[src/rtl/quiz_pkg.sv]
package quiz_pkg;

    typedef enum logic [2:0] {
        ST_IDLE  = 3'd0,
        ST_COUNT = 3'd1,
        ST_OPEN  = 3'd2,
        ST_WON   = 3'd3,
        ST_FOUL  = 3'd4
    } quiz_state_e;

endpackage

[src/rtl/quiz_tick_gen.sv]
module quiz_tick_gen #(
    parameter int unsigned HALF_CYCLES = 62_500_000
) (
    input  logic clk,
    input  logic rst_n,
    input  logic clear,
    output logic tick_fast,
    output logic tick_slow
);
    localparam int unsigned CW = (HALF_CYCLES > 1) ? $clog2(HALF_CYCLES) : 1;
    localparam logic [CW-1:0] LAST = CW'(HALF_CYCLES - 1);

    typedef struct packed {
        logic [CW-1:0] cnt;
        logic          phase;
    } tick_t;

    tick_t tick_d, tick_q;

    assign tick_fast = (tick_q.cnt == LAST);
    assign tick_slow = tick_fast && tick_q.phase;

    always_comb begin
        tick_d = tick_q;
        if (clear) begin
            tick_d.cnt   = '0;
            tick_d.phase = 1'b0;
        end else if (tick_fast) begin
            tick_d.cnt   = '0;
            tick_d.phase = ~tick_q.phase;
        end else begin
            tick_d.cnt = tick_q.cnt + CW'(1);
        end
    end

    always_ff @(posedge clk or negedge rst_n) begin
        if (!rst_n) tick_q <= '0;
        else        tick_q <= tick_d;
    end

    // Fast ticks are isolated pulses, giving the blink its half period
    assert_fast_spacing_R4: assert property (@(posedge clk) disable iff (!rst_n)
        tick_fast |=> !tick_fast);

    // A slow tick is always followed by a gap before the next slow tick
    assert_slow_spacing_R2: assert property (@(posedge clk) disable iff (!rst_n)
        tick_slow |=> !tick_slow);

endmodule

[src/rtl/quiz_btn_sync.sv]
module quiz_btn_sync #(
    parameter int unsigned N = 5
) (
    input  logic         clk,
    input  logic         rst_n,
    input  logic [N-1:0] raw_n,
    output logic [N-1:0] fall
);
    typedef struct packed {
        logic [N-1:0] meta;
        logic [N-1:0] sync;
        logic [N-1:0] last;
    } sync_t;

    sync_t sync_d, sync_q;

    always_comb begin
        sync_d      = sync_q;
        sync_d.meta = raw_n;
        sync_d.sync = sync_q.meta;
        sync_d.last = sync_q.sync;
    end

    always_ff @(posedge clk or negedge rst_n) begin
        if (!rst_n) sync_q <= '1;
        else        sync_q <= sync_d;
    end

    assign fall = sync_q.last & ~sync_q.sync;

    for (genvar i = 0; i < N; i++) begin : g_chk
        // Each press yields a single-cycle edge pulse
        assert_edge_pulse_R9: assert property (@(posedge clk) disable iff (!rst_n)
            fall[i] |=> !fall[i]);
    end

endmodule

[src/rtl/quiz_ctrl.sv]
module quiz_ctrl
    import quiz_pkg::*;
#(
    parameter int unsigned PLAYERS    = 4,
    parameter int unsigned COUNT_FROM = 9,
    localparam int unsigned CW = $clog2(COUNT_FROM + 1),
    localparam int unsigned IW = $clog2(PLAYERS + 1)
) (
    input  logic               clk,
    input  logic               rst_n,
    input  logic               start_fall,
    input  logic [PLAYERS-1:0] press_fall,
    input  logic               tick_fast,
    input  logic               tick_slow,
    output logic               tick_clear,
    output logic [PLAYERS-1:0] led_n,
    output logic               buzz_n,
    output logic [CW-1:0]      count,
    output logic [IW-1:0]      who
);
    typedef struct packed {
        quiz_state_e   state;
        logic [CW-1:0] count;
        logic [IW-1:0] who;
        logic          blink;
    } ctrl_t;

    localparam ctrl_t RESET_VAL = '{state: ST_IDLE, count: CW'(COUNT_FROM),
                                   who: '0, blink: 1'b0};

    ctrl_t ctrl_d, ctrl_q;
    logic          hit;
    logic [IW-1:0] first_idx;
    logic          lit;

    // Lowest-numbered contestant wins when edges coincide
    always_comb begin
        hit       = 1'b0;
        first_idx = '0;
        for (int i = PLAYERS - 1; i >= 0; i--) begin
            if (press_fall[i]) begin
                hit       = 1'b1;
                first_idx = IW'(i + 1);
            end
        end
    end

    always_comb begin
        ctrl_d     = ctrl_q;
        tick_clear = 1'b0;
        case (ctrl_q.state)
            ST_IDLE: begin
                if (start_fall) begin
                    ctrl_d.state = ST_COUNT;
                    ctrl_d.count = CW'(COUNT_FROM);
                    tick_clear   = 1'b1;
                end
            end
            ST_COUNT: begin
                if (hit) begin
                    ctrl_d.state = ST_FOUL;
                    ctrl_d.who   = first_idx;
                    ctrl_d.blink = 1'b1;
                    tick_clear   = 1'b1;
                end else if (tick_slow) begin
                    ctrl_d.count = ctrl_q.count - CW'(1);
                    if (ctrl_q.count == CW'(1)) ctrl_d.state = ST_OPEN;
                end
            end
            ST_OPEN: begin
                if (hit) begin
                    ctrl_d.state = ST_WON;
                    ctrl_d.who   = first_idx;
                end
            end
            ST_WON: begin
                ctrl_d = ctrl_q;
            end
            ST_FOUL: begin
                if (tick_fast) ctrl_d.blink = ~ctrl_q.blink;
            end
            default: ctrl_d = RESET_VAL;
        endcase
    end

    always_ff @(posedge clk or negedge rst_n) begin
        if (!rst_n) ctrl_q <= RESET_VAL;
        else        ctrl_q <= ctrl_d;
    end

    assign lit    = (ctrl_q.state == ST_WON) || (ctrl_q.state == ST_FOUL && ctrl_q.blink);
    assign buzz_n = ~lit;
    assign count  = ctrl_q.count;
    assign who    = ctrl_q.who;

    always_comb begin
        for (int i = 0; i < PLAYERS; i++) begin
            led_n[i] = ~(lit && (ctrl_q.who == IW'(i + 1)));
        end
    end

    logic past_ok_q;
    always_ff @(posedge clk or negedge rst_n) begin
        if (!rst_n) past_ok_q <= 1'b0;
        else        past_ok_q <= 1'b1;
    end

    assert_idle_quiet_R1: assert property (@(posedge clk) disable iff (!rst_n)
        (ctrl_q.state == ST_IDLE) |-> (who == '0 && led_n == '1 && buzz_n));

    assert_count_nonrising_R2: assert property (@(posedge clk) disable iff (!rst_n)
        past_ok_q |=> (count <= $past(count)));

    assert_open_at_zero_R3: assert property (@(posedge clk) disable iff (!rst_n)
        (ctrl_q.state == ST_OPEN) |-> (count == '0));

    assert_foul_frozen_R3: assert property (@(posedge clk) disable iff (!rst_n)
        (ctrl_q.state == ST_FOUL) |=> ($stable(count) && $stable(who)
                                       && ctrl_q.state == ST_FOUL));

    assert_buzz_follows_lamp_R4: assert property (@(posedge clk) disable iff (!rst_n)
        buzz_n == (&led_n));

    assert_single_lamp_R5: assert property (@(posedge clk) disable iff (!rst_n)
        $countones(~led_n) <= 1);

    assert_won_sticky_R7: assert property (@(posedge clk) disable iff (!rst_n)
        (ctrl_q.state == ST_WON) |=> (ctrl_q.state == ST_WON && $stable(who)
                                      && $stable(led_n) && !buzz_n));

endmodule

[src/rtl/quiz_buzzer.sv]
module quiz_buzzer #(
    parameter int unsigned HALF_CYCLES = 62_500_000,
    parameter int unsigned PLAYERS    = 4,
    parameter int unsigned COUNT_FROM = 9,
    localparam int unsigned CW = $clog2(COUNT_FROM + 1),
    localparam int unsigned IW = $clog2(PLAYERS + 1)
) (
    input  logic               clk,
    input  logic               rst_n,
    input  logic               start_n,
    input  logic [PLAYERS-1:0] press_n,
    output logic [PLAYERS-1:0] led_n,
    output logic               buzz_n,
    output logic [CW-1:0]      count,
    output logic [IW-1:0]      who
);
    logic [PLAYERS:0] fall;
    logic             tick_fast;
    logic             tick_slow;
    logic             tick_clear;

    quiz_btn_sync #(.N(PLAYERS + 1)) u_sync (
        .clk   (clk),
        .rst_n (rst_n),
        .raw_n ({start_n, press_n}),
        .fall  (fall)
    );

    quiz_tick_gen #(.HALF_CYCLES(HALF_CYCLES)) u_tick (
        .clk       (clk),
        .rst_n     (rst_n),
        .clear     (tick_clear),
        .tick_fast (tick_fast),
        .tick_slow (tick_slow)
    );

    quiz_ctrl #(.PLAYERS(PLAYERS), .COUNT_FROM(COUNT_FROM)) u_ctrl (
        .clk        (clk),
        .rst_n      (rst_n),
        .start_fall (fall[PLAYERS]),
        .press_fall (fall[PLAYERS-1:0]),
        .tick_fast  (tick_fast),
        .tick_slow  (tick_slow),
        .tick_clear (tick_clear),
        .led_n      (led_n),
        .buzz_n     (buzz_n),
        .count      (count),
        .who        (who)
    );

endmodule

[config.mk]
export PLATFORM = sky130hd
export DESIGN_NAME = quiz_buzzer
export DESIGN_NICKNAME = d
export VERILOG_FILES = /design/src/rtl/quiz_pkg.sv /design/src/rtl/quiz_tick_gen.sv /design/src/rtl/quiz_btn_sync.sv /design/src/rtl/quiz_ctrl.sv /design/src/rtl/quiz_buzzer.sv
export SDC_FILE = /design/constraint.sdc
export NUM_CORES = 1
export LEC_CHECK = 0
export ABC_AREA = 1
export BUFFER_PORTS_ARGS = -buffer_cell sky130_fd_sc_hd__buf_4
export CORE_MARGIN = 5
export CORE_UTILIZATION = 28
export CTS_BUF_LIST = sky130_fd_sc_hd__clkbuf_8
export CTS_CLUSTER_DIAMETER = 80
export DETAILED_ROUTE_END_ITERATION = 10
export MAX_ROUTING_LAYER = met4
export SLEW_MARGIN = 20
export SYNTH_ARGS = -nofsm -noshare
export SYNTH_HDL_FRONTEND = slang
export SYNTH_SLANG_ARGS = --single-unit
[constraint.sdc]
create_clock -name clk -period 1.69 [get_ports clk]
set_clock_uncertainty 0.15 [all_clocks]
set_input_delay 0.0845 -clock clk [delete_from_list [all_inputs] [get_ports clk]]
set_output_delay 0.0845 -clock clk [all_outputs]
set_load 0.02 [all_outputs]
==> flow_summary.ini, run 1 <==
[sta]
tightestPinTransition_ns = 0.662
setup_viol = 30
final-hold-violation-count = 0
fmax_mhz = 563
rsz0062_at_grt = yes
slew_violations = 0
fin_ws_ns = -0.0867
worst_slew_margin_rel_pct = 55.9
fin_crit_sh_pct = 105
whs_ns = 0.201
min_period_ns = 1.78

[synthesis]
yosysMostFrequentCell = nand2_1
syn_inst = 355
synth_edf_count = 0
yosysTopAreaCell = dfrtp_1
synthFlopType = dfrtp_1
synth_seq_area_share_pct = 47.8
avgSynthCellArea_um2 = 7.94
ys_types = 27
synth_fp_nets = 365
yosys-top-cells-area = dfrtp_1 (32%), dfstp_2 (16%), nand2_1 (11%), nor2_1 (8.5%), inv_1 (6.0%)
netlist.area_leader.share_pct = 32.0
ys.warnings.count = 0
synthTopCellsByCount = nand2_1 (85), nor2_1 (64), inv_1 (45)
async_reset_ff_share_pct = 100
netlist_area_mm2 = 0.00282
synth_seq_cells = 53

[detailed_routing]
drc = 0
ant_nets = 0
drt_iter0_drc = 83
drt-total-wl_um = 6390
vias = 2445
drt-vias-per-instance = 4.39
wl_per_cell_um = 11.5
drt_pass1_iterations = 4

[floorplanning]
die_w_um = 110
rows = 36
core_area_mm2 = 0.00977
die_area_mm2 = 0.0122
initial_utilization_pct = 28.8
die_h_um = 110
ioPinCount = 19

[place]
dp_hpwl_um = 4360
placedCellCount = 521
port_buffers = 18
finalWeightedCongestion = 0.811

[worst_setup_path]
cp_max_fo = 3
rr_endpoint = u_ctrl.who[0]$_DFFE_PN0P_
rr_worst_depth = 12
r2r_setup_slack_ns = -0.09
critPathKind = reg2reg
cpMostUsedCell = nand2_2
crit_arrival_ns = 1.86
crit_path_start_kind = flip-flop
endpoint_kind = flip-flop
slowest_delay_ns = 0.55
crit_required_ns = 1.77
worst_r2r_startpoint = u_sync.sync_d[1]$_DFF_PN1_
cp_slowest_cell = dfstp_2
crit_chain = inv_2 > nand2_2 > nand2_2 > nor2_2 > nand2_2 > buf_4 > buf_6 > nor2_4 > nor2_2 > nand3_2 > nand2_1 > o21ai_0

[clocking]
htreeDepth = 2
clock-root-buffer = clkbuf_8
clk_latency_ns = 0.31
clock_sinks = 53
cts_tree = done
numCtsBuffers = 5
cts.clk_slew.worst_paths_ns = 0.10
clk_path_buf_depth = 2

[global_route]
grt_pass1_wl_um = 10300
grt_max_degree = 54
grt.busiest_layer = met2
use_met2_pct = 18.1
overflow = 0
use_met3_pct = 1.63
grt_use_total_pct = 10.8
gr-usage-met1_pct = 13.2
antenna_found_initial = 0
grt_pass1_vias = 2355

[finish]
drive_gt1_share_pct = 37.3
utilization_pct = 38.8
insertedDiodeCount = 0
nFillCells = 977
area_growth_pct = 34.7
stdcell_count = 557
fin_nets = 433

[hold_path]
worstHoldPathType = in2async

[power]
ir_worst_vdd_mv = 0.423
switching_power_w = 0.00186
combinationalPowerShare_pct = 44.6
p_total_w = 0.00476
clockPowerShare_pct = 19.2
cellInternalPower_w = 0.00291
power_density_mw_per_mm2 = 1260
power_frac_seq_pct = 36.2
leakage_nw = 1.78
p_sw_share_pct = 39.0

[run]
maxCapViolCount = 0

[run_status]
violations = setup timing
status = finished with violations
==> flip-flops by register name, summed over array words and instances (netlist names) <==
register and flops:
u_ctrl.ctrl_q 4, u_sync.sync_q 5, u_ctrl.count 4, u_ctrl.who 3, u_tick.tick_q 27, u_sync.sync_d 10
==> logic make-up after synthesis <==
| group | synth area share (%) |
|---|---|
| buffers and inverters | 8.93 |
| AND/OR/NAND/NOR | 34.7 |
| flip-flops | 47.8 |
| XOR/XNOR | 3.42 |
| adder cells (fa/ha/maj) | 1.33 |
| AO/OA/AOI/OAI | 3.82 |
==> area by class of cell <==
| class | instances | area [um2] | share of cell area, % |
|---|---|---|---|
| Multi-Input combinational cell | 245 | 1410 | 37.1 |
| Timing Repair Buffer | 70 | 568 | 15.0 |
| Inverter | 48 | 183 | 4.81 |
| Clock buffer | 6 | 82.6 | 2.18 |
| Tap cell | 133 | 166 | 4.39 |
| Clock inverter | 2 | 36.3 | 0.956 |
| Sequential cell | 53 | 1350 | 35.6 |
==> worst max-delay path by stage <==
stage                                           from                            to  slack (ns)  cells after the start
after CTS                 u_sync.sync_d[1]$_DFF_PN1_  u_tick.tick_q[0]$_DFFE_PN0P_       -0.05                     11
after floorplan           u_tick.tick_q[1]$_DFF_PN0_   u_tick.tick_q[17]$_DFF_PN0_        0.09                     11
final                     u_sync.sync_d[1]$_DFF_PN1_     u_ctrl.who[0]$_DFFE_PN0P_       -0.09                     12
after detailed placement  u_tick.tick_q[1]$_DFF_PN0_   u_ctrl.count[2]$_DFFE_PN0P_       -0.06                     10
after global routing      u_sync.sync_d[1]$_DFF_PN1_     u_ctrl.who[2]$_DFFE_PN0P_       -0.17                     12
after global placement    u_tick.tick_q[1]$_DFF_PN0_   u_ctrl.count[2]$_DFFE_PN0P_       0.007                     10
==> placed cells by master (no fill, tap or decap), types with 2 or more instances in the layout <==
cell type	synthesis	layout
nor3_1	11	9
dlygate4sd3_1	0	6
nor3_2	1	2
a21oi_1	5	3
nor2_1	64	52
nand3_2	1	3
buf_4	8	59
o21ai_0	9	7
o21ai_1	1	2
nand4_1	13	13
dfrtp_1	36	34
buf_6	1	4
nand2_4	2	6
nor2_2	2	7
nor2_4	8	15
nand3_1	16	12
inv_1	45	37
nand2_2	7	13
xnor2_1	3	3
ha_1	3	2
inv_4	0	2
xor2_1	8	8
dfstp_2	17	17
nand3_4	0	2
o21ai_2	3	3
clkbuf_8	0	6
dfrtp_2	0	2
nand2_1	85	75
inv_2	3	10
==> critical path, delay by kind of cell (launching register included) <==
kind / cells / cell delay (ns)
buffers and inverters: 3 / 0.30
AO/OA/AOI/OAI: 1 / 0.06
AND/OR/NAND/NOR: 8 / 0.66
flip-flops: 1 / 0.55
==> power groups by stage <==
stage	clock [W]	sequential, W	combinational, W
CTS	0.000952	0.00171	0.00184
floorplan	0	0.00166	0.00119
global placement	0	0.00170	0.00159
global route	0.000986	0.00176	0.00235
detailed placement	0	0.00171	0.00162
finish	0.000916	0.00172	0.00212
==> what timing repair did <==
item | CTS | global route
endpoints found under the hold margin | 41 | 0
pin swaps | 11 | 23
setup buffers | 13 | 9
hold buffers | 6 | 0
resized for setup | 18 | 47
endpoints found under the setup margin | 26 | 42
==> per-stage QoR <==
| step | area [um2] | setup WS, ns | setup TNS [ns] |
|---|---|---|---|
| 5_1_grt | 3790 | -0.171 | -4.47 |
| 3_5_place_dp | 3240 | -0.0557 | -0.639 |
| 4_1_cts | 3570 | -0.0476 | -0.529 |
| 6_report | 3790 | -0.0867 | -1.20 |
| 3_3_place_gp | 3240 | 0.00660 | 0 |
| 2_1_floorplan | 2820 | 0.0861 | 0 |
==> metal layers <==
metal,wire [um],up-vias,part of all wire [%]
met3,178,10,2.8
met1,2890,1168,45
met5,0,-,0
met2,3210,28,50
li1,-,1239,-
met4,111,0,1.7
Power figures use the tool's default switching activity.
==> run 2, diff against run 1 <==
BUFFER_PORTS_ARGS = unset   (was -buffer_cell sky130_fd_sc_hd__buf_4)
DONT_BUFFER_PORTS = 1   (was unset)
==> flow_summary.ini, run 2 (synthesis results as in run 1) <==
[detailed_routing]
met1_length_um = 2780
drc = 0
wl_met2_um = 2970
drt_pass1_iterations = 4
drt_iter0_drc = 99
route.met3.wl_um = 132
drt-total-wl_um = 6020
wl_per_cell_um = 11.2
vias = 2324
drt-vias-per-instance = 4.32
dr.max_layer_used = met4
ant_nets = 0

[clocking]
cts_tree = done
cts.clk_slew.worst_paths_ns = 0.11
clock_sinks = 53
clk_latency_ns = 0.31
numCtsBuffers = 5
clock-root-buffer = clkbuf_8
clk_path_buf_depth = 2
htreeDepth = 2

[floorplanning]
core_area_mm2 = 0.00977
die_area_mm2 = 0.0122
die_w_um = 110
die_h_um = 110
ioPinCount = 19
initial_utilization_pct = 28.8
rows = 36

[power]
power_frac_seq_pct = 39.2
cellInternalPower_w = 0.00259
p_total_w = 0.00438
switching_power_w = 0.00179
combinationalPowerShare_pct = 42.9
clockPowerShare_pct = 17.9
leakage_nw = 1.66
p_sw_share_pct = 40.8
power_density_mw_per_mm2 = 1230
ir_worst_vdd_mv = 0.496

[finish]
final_cell_mix = nand2_1 (77), nor2_1 (56), inv_1 (41), buf_4 (38), dfrtp_1 (35)
area_growth_pct = 26.6
insertedDiodeCount = 0
largest_register_ffs = 27
drive_gt1_share_pct = 31.4
final_common_cell = nand2_1
utilization_pct = 36.5
max_flop_register = u_tick.tick_q
finalInstanceArea_mm2 = 0.00357
nFillCells = 1011
fin_nets = 414

[place]
port_buffers = 0
finalWeightedCongestion = 0.791
dp_hpwl_um = 4360
placed_area_mm2 = 0.00315

[hold_path]
worstHoldPathType = in2async

[sta]
fmax_mhz = 567
worst_slew_margin_rel_pct = 77.0
tightestPinTransition_ns = 0.345
setup_tns_ns = -0.547
fin_crit_sh_pct = 104
slew_violations = 0
rsz0062_at_grt = yes
fin_ws_ns = -0.0725
min_period_ns = 1.76
final-hold-violation-count = 0
whs_ns = 0.121
setup_viol = 15

[run]
maxCapViolCount = 0

[worst_setup_path]
crit_required_ns = 1.78
crit_arrival_ns = 1.85
crit_path_start_kind = flip-flop
cp_max_fo = 4
endpoint_kind = flip-flop
critPathKind = reg2reg
rr_worst_depth = 10

[global_route]
overflow = 0
antenna_found_initial = 0
grt_pass1_vias = 2359
grt_max_degree = 54
grt_pass1_wl_um = 10400
grt_use_total_pct = 11.1

[run_status]
violations = setup timing
status = finished with violations
-- run 2: cell count changes in the layout (fill, tap and decap cells not counted), moves of 3 or more --
| cell | change |
|---|---|
| buf_4 | -21 |
| nor2_4 | -6 |
| inv_1 | +4 |
| nor2_1 | +4 |
| inv_2 | -3 |
| nand2_4 | -3 |
| nand3_2 | +3 |
| o21ai_1 | +3 |
-- run 2: repair_timing --
action | CTS | global route
resized for setup | 16 | 27
hold buffers | 7 | 0
pin swaps | 2 | 18
setup endpoints to repair | 29 | 42
setup buffers | 10 | 4
endpoints found under the hold margin | 58 | 0
-- run 2: worst max-delay path, cell delays in order (launching register included) --
cell and delay (ns):
dfrtp_1 0.37, ha_2 0.20, nand2_2 0.08, nor2_4 0.14
nand2_2 0.08, nor2_4 0.15, nand2_4 0.08, nor2_4 0.16
buf_4 0.13, nor2_1 0.03, nor3_2 0.10
-- run 2: area by class of cell --
class	instances	area [um2]	share of cell area (%)
sequential	53	1350	37.8
multi-input combinational	245	1330	37.2
timing repair buffer	51	449	12.6
inverter	48	180	5.05
tap	133	166	4.66
clock buffer	5	68.8	1.93
clock inverter	3	28.8	0.806
-- run 2: per-layer routing --
metal  global-route usage [%]  vias up
met4                     4.49        0
met5                        -        -
met3                     1.75       10
met1                     13.7     1095
li1                         -     1198
met2                     18.1       21
-- run 2: power groups by stage --
stage | clock network, W | registers (W) | logic [W]
global route | 0.000864 | 0.00175 | 0.00211
CTS | 0.000819 | 0.00172 | 0.00178
floorplan | 0 | 0.00166 | 0.00119
global placement | 0 | 0.00173 | 0.00150
detailed placement | 0 | 0.00174 | 0.00154
finish | 0.000782 | 0.00172 | 0.00188
-- run 2: per-stage QoR --
step / instances / setup slack [ns]
3_5_place_dp: 509 / -0.0403
4_1_cts: 534 / -0.0603
3_3_place_gp: 509 / -0.00121
2_1_floorplan: 355 / 0.0861
6_report: 538 / -0.0725
5_1_grt: 538 / -0.204
-- run 2: final timing paths --
path	startpoint	end	slack (ns)
setup reg to reg	u_tick.tick_q[2]$_DFF_PN0_	u_tick.tick_q[15]$_DFF_PN0_	-0.07
max in group asynchronous	rst_n	u_sync.sync_q[3]$_DFF_PN1_	0.99
hold reg to reg	u_sync.sync_d[8]$_DFF_PN1_	u_sync.sync_d[3]$_DFF_PN1_	0.21
hold / removal	rst_n	u_tick.tick_q[13]$_DFF_PN0_	0.12
setup / recovery	u_tick.tick_q[2]$_DFF_PN0_	u_tick.tick_q[15]$_DFF_PN0_	-0.07
min in group clk	press_n[1]	u_sync.sync_d[6]$_DFF_PN1_	0.15
==> run 3, diff against run 2 <==
SLEW_MARGIN = 10   (was 20)
clock period = 1.45 ns   (was 1.69 ns; I/O delays follow)
==> flow_summary.ini, run 3 (synthesis results as in run 1) <==
[run_status]
status = finished with violations
violations = setup timing

[sta]
min_period_ns = 1.76
setup_tns_ns = -9.45
tightestPinTransition_ns = 0.312
fin_crit_sh_pct = 121
final-hold-violation-count = 0
fin_ws_ns = -0.309
slew_violations = 0
setup_viol = 42
worst_slew_margin_rel_pct = 79.0
rsz0062_at_grt = yes
whs_ns = 0.108
fmax_mhz = 569

[global_route]
overflow = 0
grt_pass1_vias = 2457
grt_use_total_pct = 11.6
grt_pass1_wl_um = 11000
antenna_found_initial = 0
grt_max_degree = 54

[worst_setup_path]
cp_max_fo = 4
r2r_setup_slack_ns = -0.31
endpoint_kind = flip-flop
crit_required_ns = 1.54
critPathKind = reg2reg
crit_path_start_kind = flip-flop
crit_arrival_ns = 1.84

[run]
maxCapViolCount = 0

[finish]
final_common_cell = buf_4
drive_gt1_share_pct = 46.9
insertedDiodeCount = 0
max_flop_register = u_tick.tick_q
utilization_pct = 42.8
fin_nets = 463
area_growth_pct = 48.6
largest_register_ffs = 27
final_cell_mix = buf_4 (76), nand2_1 (66), nor2_1 (47), dfrtp_1 (34), inv_1 (33)
finalInstanceArea_mm2 = 0.00419

[detailed_routing]
ant_nets = 0
wl_per_cell_um = 11.6
drt_iter0_drc = 81
drc = 0
drt-vias-per-instance = 4.34
drt-total-wl_um = 6840
vias = 2548
drt_pass1_iterations = 4

[place]
dp_hpwl_um = 4630
pre_cts_ws_ns = -0.274
port_buffers = 0
finalWeightedCongestion = 0.836
placed_area_mm2 = 0.00351

[floorplanning]
rows = 36
die_w_um = 110
ioPinCount = 19
die_h_um = 110
initial_utilization_pct = 28.8
core_area_mm2 = 0.00977
die_area_mm2 = 0.0122

[power]
power_density_mw_per_mm2 = 1400
ir_worst_vdd_mv = 0.541
leakage_nw = 1.96

[clocking]
numCtsBuffers = 5
htreeDepth = 2
clock_sinks = 53
clk_path_buf_depth = 2
cts_tree = done
clk_latency_ns = 0.31
cts.clk_slew.worst_paths_ns = 0.11
clock-root-buffer = clkbuf_8

[hold_path]
worstHoldPathType = in2async
[run 3: cell count changes in the layout (fill, tap and decap cells not counted), sizes merged]
| cell | change |
|---|---|
| buf | +48 |
| clkbuf | +1 |
[run 3: timing repair]
item                                    in CTS  in global routing
pin swaps                                   11                 17
hold buffers                                 5                  2
setup buffers                                8                 13
endpoints found under the hold margin       58                 53
endpoints found under the setup margin      42                 43
cloned                                       0                  1
gates resized for setup                     43                 65
[run 3: metrics by stage]
step / total power, W / std cells
4_1_cts: 0.00534 / 573
6_report: 0.00586 / 587
5_1_grt: 0.00624 / 587
2_1_floorplan: 0.00337 / 355
3_5_place_dp: 0.00416 / 554
3_3_place_gp: 0.00412 / 554
[run 3: power breakdown]
part	switching (W)	internal, W
Sequential	0.000283	0.00175
Clock	0.000554	0.000360
Combinational	0.00151	0.00140
Total	0.00235	0.00351
[run 3: worst paths after layout]
kind / from / endpoint / depth (start not counted)
setup / recovery: u_tick.tick_q[1]$_DFF_PN0_ / u_tick.tick_q[15]$_DFF_PN0_ / 10
hold reg to reg: u_sync.sync_d[5]$_DFF_PN1_ / u_sync.sync_d[0]$_DFF_PN1_ / 0
min in group clk: press_n[0] / u_sync.sync_d[5]$_DFF_PN1_ / 1
setup reg to reg: u_tick.tick_q[1]$_DFF_PN0_ / u_tick.tick_q[15]$_DFF_PN0_ / 10
hold / removal: rst_n / u_tick.tick_q[13]$_DFF_PN0_ / 2
max in group asynchronous: rst_n / u_ctrl.count[3]$_DFFE_PN1P_ / 2
[run 3: layout make-up]
class	count	area [um2]
multi-input cells	245	1520
inverters	48	185
repair buffers	100	876
flip-flops and latches	53	1350
well taps	133	166
fillers	950	5590
clock inverters	3	26.3
clock buffers	5	68.8
[run 3: critical path, cell delays in order, from the launching register on]
cell	delay, ns
dfrtp_1	0.38
ha_2	0.19
nand2_2	0.07
nor2_4	0.15
nand2_4	0.08
nor2_4	0.15
nand2_4	0.08
nor2_4	0.16
buf_4	0.13
nor2_1	0.04
nor3_2	0.11
[run 3: metal layers]
layer | track usage (%) | vias to the layer above | wire [um]
li1 | - | 1305 | -
met1 | 15.0 | 1208 | 3140
met2 | 19.3 | 24 | 3470
met3 | 1.28 | 11 | 128
met4 | 3.43 | 0 | 96
met5 | - | - | 0
